--- src/rtl/sdec_pkg.sv ---
package sdec_pkg;

    // Access state of one bus cycle, chosen from the CPU strobes.
    typedef enum logic [1:0] {
        ACC_IDLE  = 2'd0,
        ACC_READ  = 2'd1,
        ACC_WRITE = 2'd2,
        ACC_CLASH = 2'd3
    } acc_e;

    // Output strobe bundle, every field active low.
    typedef struct packed {
        logic ram_cs_n;
        logic ram_oe_n;
        logic ram_we_n;
        logic rom_oe_n;
        logic rom_we_n;
        logic vid_cs_n;
        logic vid_rd_n;
        logic vid_wr_n;
    } strobe_t;

    localparam int STROBE_W = $bits(strobe_t);
    localparam strobe_t STROBE_QUIET = '1;

endpackage

--- src/rtl/sdec_classify.sv ---
module sdec_classify
    import sdec_pkg::*;
(
    input  logic cpu_rd_n,
    input  logic cpu_wr_n,
    output acc_e acc
);

    always_comb begin
        unique case ({cpu_rd_n, cpu_wr_n})
            2'b11:   acc = ACC_IDLE;
            2'b01:   acc = ACC_READ;
            2'b10:   acc = ACC_WRITE;
            default: acc = ACC_CLASH;
        endcase
    end

endmodule

--- src/rtl/sdec_route.sv ---
module sdec_route
    import sdec_pkg::*;
(
    input  acc_e    acc,
    input  logic    cpu_fetch_n,
    input  logic    vid_sel_n,
    input  logic    ram_sel_n,
    input  logic    copy_en,
    output strobe_t strobes
);

    // Video wins a read when both devices are selected and copy is off.
    logic vid_claims_read;
    assign vid_claims_read = ~vid_sel_n & ~copy_en;

    always_comb begin
        strobes          = STROBE_QUIET;
        strobes.rom_oe_n = cpu_fetch_n;
        unique case (acc)
            ACC_READ: begin
                strobes.ram_cs_n = ram_sel_n;
                strobes.vid_cs_n = vid_sel_n;
                strobes.vid_rd_n = ~vid_claims_read;
                strobes.ram_oe_n = ram_sel_n | vid_claims_read;
            end
            ACC_WRITE: begin
                strobes.ram_cs_n = ram_sel_n;
                strobes.vid_cs_n = vid_sel_n;
                strobes.rom_we_n = copy_en;
                strobes.ram_we_n = ram_sel_n | copy_en;
                strobes.vid_wr_n = vid_sel_n;
            end
            ACC_IDLE, ACC_CLASH: begin
                strobes.ram_cs_n = 1'b1;
            end
        endcase
    end

endmodule

--- src/rtl/sdec_stage.sv ---
module sdec_stage
    import sdec_pkg::*;
#(
    parameter bit REG_OUT = 1'b1
) (
    input  logic    clk,
    input  logic    rst_n,
    input  strobe_t d,
    output strobe_t q
);

    generate
        if (REG_OUT) begin : g_reg
            strobe_t q_r;
            always_ff @(posedge clk or negedge rst_n) begin
                if (!rst_n) q_r <= STROBE_QUIET;
                else        q_r <= d;
            end
            assign q = q_r;
        end else begin : g_comb
            assign q = rst_n ? d : STROBE_QUIET;
        end
    endgenerate

endmodule

--- src/rtl/port_strobe_decoder.sv ---
module port_strobe_decoder
    import sdec_pkg::*;
#(
    parameter bit REG_OUT = 1'b1
) (
    input  logic clk,
    input  logic rst_n,
    input  logic cpu_rd_n,
    input  logic cpu_wr_n,
    input  logic cpu_fetch_n,
    input  logic vid_sel_n,
    input  logic ram_sel_n,
    input  logic copy_en,
    output logic ram_cs_n,
    output logic ram_oe_n,
    output logic ram_we_n,
    output logic rom_oe_n,
    output logic rom_we_n,
    output logic vid_cs_n,
    output logic vid_rd_n,
    output logic vid_wr_n
);

    acc_e    acc;
    strobe_t raw;
    strobe_t outq;

    sdec_classify u_classify (
        .cpu_rd_n (cpu_rd_n),
        .cpu_wr_n (cpu_wr_n),
        .acc      (acc)
    );

    sdec_route u_route (
        .acc         (acc),
        .cpu_fetch_n (cpu_fetch_n),
        .vid_sel_n   (vid_sel_n),
        .ram_sel_n   (ram_sel_n),
        .copy_en     (copy_en),
        .strobes     (raw)
    );

    sdec_stage #(.REG_OUT(REG_OUT)) u_stage (
        .clk   (clk),
        .rst_n (rst_n),
        .d     (raw),
        .q     (outq)
    );

    assign ram_cs_n = outq.ram_cs_n;
    assign ram_oe_n = outq.ram_oe_n;
    assign ram_we_n = outq.ram_we_n;
    assign rom_oe_n = outq.rom_oe_n;
    assign rom_we_n = outq.rom_we_n;
    assign vid_cs_n = outq.vid_cs_n;
    assign vid_rd_n = outq.vid_rd_n;
    assign vid_wr_n = outq.vid_wr_n;

endmodule

--- config.mk ---
export PLATFORM = sky130hd
export DESIGN_NAME = port_strobe_decoder
export DESIGN_NICKNAME = d
export VERILOG_FILES = /design/src/rtl/sdec_pkg.sv /design/src/rtl/sdec_classify.sv /design/src/rtl/sdec_route.sv /design/src/rtl/sdec_stage.sv /design/src/rtl/port_strobe_decoder.sv
export SDC_FILE = /design/constraint.sdc
export NUM_CORES = 1
export LEC_CHECK = 0
export BUFFER_PORTS_ARGS = -buffer_cell sky130_fd_sc_hd__buf_2
export CAP_MARGIN = 0
export CORE_AREA = 5 5 42 44
export CTS_CLUSTER_DIAMETER = 150
export DETAILED_ROUTE_END_ITERATION = 6
export DIE_AREA = 0 0 47 49
export RECOVER_POWER = 100
export SYNTH_ARGS = -nofsm -noshare
export SYNTH_HDL_FRONTEND = slang
export SYNTH_HIERARCHICAL = 1
export SYNTH_SLANG_ARGS = --single-unit
--- constraint.sdc ---
create_clock -name clk -period 0.8 [get_ports clk]
set_clock_uncertainty 0.15 [all_clocks]
set_input_delay 0.04 -clock clk [delete_from_list [all_inputs] [get_ports clk]]
set_output_delay 0.04 -clock clk [all_outputs]
set_load 0.005 [all_outputs]
==> impl_metrics.ini <==
[power_and_ir_drop]
swShare = 0.210
p_int_mw = 0.669
p_per_area_mw_per_mm2 = 1760
p_comb_frac = 0.120
switchingPower_mw = 0.177
seqPwrFrac = 0.526
max-vdd-ir-drop_uv = 485
leakagePower_nw = 0.215
p_clk_frac = 0.355

[synth]
ys_ff_latch = 8
synth_cells = 23
synth_area_um2 = 305
synth.distinct_cells = 9
synth.top_cell.area_share = 0.689
synth_area_per_cell_um2 = 13.3
yosysTopAreaCell = dfstp_2
netlist_top_cells_area = dfstp_2, ha_1, or2_1
syn_nets = 33
ys_seq_area_frac = 0.689
ys_warn_count = 6

[setup_path]
cpPeakStageDelay_ps = 520
path_delay_family = flip-flops
arrival_ps = 870
critPathSlowestCell = dfstp_2
cp_num_buf_inv = 1
critPathLaunchType = flip-flop
crit_fanout = 1
cp-end-kind = primary output
cp.required_ps = 610
path_cells = buf_2
worstSetupPathType = flip-flop to primary output

[sta]
relSlewSlack = 0.870
final_hold_viol_count = 7
hold_ws_ps = -143
slew_viol_final = 0
finalCritPeriodShare = 1.32
setup_slack_ps = -256
max_freq_ghz = 0.947
worst_pin_slew_ps = 195
setup_viol = 8
fin_setup_tns_ps = -1980
rsz0062_at_grt = yes
finalCriticalPeriod_ps = 1060

[detailed_routing]
vias = 223
viasPerCell = 3.72
routed_wl_um = 589
first_pass_iters = 2
wl_per_cell_um = 9.82
drt_iter0_markers = 6
ant_nets = 0
drc = 0

[min_path]
min_path_type = input pin to flip-flop
hold_depth = 2
hold_end = u_stage/q[0]
hold_start = vid_sel_n

[final_layout]
n_fill_cell = 153
nets = 56
syn2layout_area_growth_pct = 57.4
layout_commonest_cell = buf_2
antenna_cells = 0
layout_common_cells = buf_2, dfstp_2, clkbuf_4
largest_reg_flops = 8
drive_gt1_frac = 0.705

[clocking]
cts_tree = yes
htree_levels = 1
clockBufferDepth = 2
cts_setup_buffers = 0
cts-root-buf = clkbuf_4
cts_buffers = 3
clk_pin_slew_ps = 50
cts_sinks = 8
cts_hold_buf = 2

[floorplan]
core_mm2 = 0.00140
die_y_um = 49
dieArea_mm2 = 0.00230
initial_core_util = 0.218
die_x_um = 47
rows = 14
ios = 16

[grt]
grt_pass1_vias = 225
grt_antenna_before_repair = 0
grt_usage = 0.0668
grt-ovfl-total = 0
grt_pass1_wl_mm = 1.00
grt_max_degree = 9

[status]
status = finished, violations left
failed_checks = hold timing, setup timing

[placed_design]
gp_congestion = 0.646
place_ws_ps = -173
dpl.hpwl_um = 488
io_buffers = 15

[flow_run]
maxCapViolCount = 0
## worst max-delay path by stage
stage                       from           end  slack (ps)  depth (start not counted)
global route        u_stage/q[2]      vid_cs_n        -300                          1
global placement        cpu_rd_n  u_stage/q[2]        -170                          5
CTS                 u_stage/q[1]      vid_rd_n        -280                          1
finish              u_stage/q[2]      vid_cs_n        -260                          1
detailed placement      cpu_rd_n  u_stage/q[2]        -170                          5
floorplan               cpu_rd_n  u_stage/q[2]         -10                          4
## cell families (layout without fill, tap and decap cells)
group	count (synthesis)	after routing	synth area share
adder cells (fa/ha/maj)	2	2	0.0820
AND/OR/NAND/NOR	8	8	0.156
flip-flops	8	8	0.689
buffers and inverters	5	26	0.0738
## metal layers
layer  vias to the layer above  wire, um  track usage
met4                         0         0       0.0415
met1                       101       236       0.0679
met3                         0        97       0.0627
li1                        109         -            -
met2                        13       255       0.0860
met5                         -         0            0
## synthesized netlist by cell type (all sizes together)
cell type  instances
buf                1
dfstp              8
ha                 2
inv                4
nand2              1
nand2b             2
nor2               1
or2                3
or3b               1
## layout make-up
cell class | instances | area [um2] | area share
timing repair buffer | 19 | 134 | 0.279
inverter | 4 | 18.8 | 0.0391
multi-input combinational | 10 | 75.1 | 0.156
tap | 16 | 20.0 | 0.0417
sequential | 8 | 210 | 0.438
clock buffer | 3 | 22.5 | 0.0469
## timing repair
action                                  in CTS  in global routing
hold endpoints to repair                    16                  7
gates resized for setup                      0                  4
endpoints found under the setup margin       8                  8
## power groups by stage
stage	clock (mW)	combinational [mW]	sequential, mW
2_1_floorplan	0	0.0301	0.451
3_3_place_gp	0	0.0871	0.447
3_5_place_dp	0	0.0886	0.448
4_1_cts	0.317	0.0958	0.443
5_1_grt	0.349	0.116	0.447
6_report	0.300	0.101	0.445
## through the flow
| step | instances | cell area (um2) | hold slack [ps] | power, mW | util |
|---|---|---|---|---|---|
| after floorplan | 23 | 313 | -258 | 0.481 | - |
| after global placement | 55 | 415 | -54.2 | 0.534 | 0.296 |
| after detailed placement | 55 | 415 | -44.7 | 0.537 | 0.296 |
| after CTS | 60 | 458 | -152 | 0.855 | 0.327 |
| after global routing | 60 | 480 | -146 | 0.911 | 0.343 |
| final | 60 | 480 | -143 | 0.847 | 0.343 |
Power figures use the tool's default switching activity.
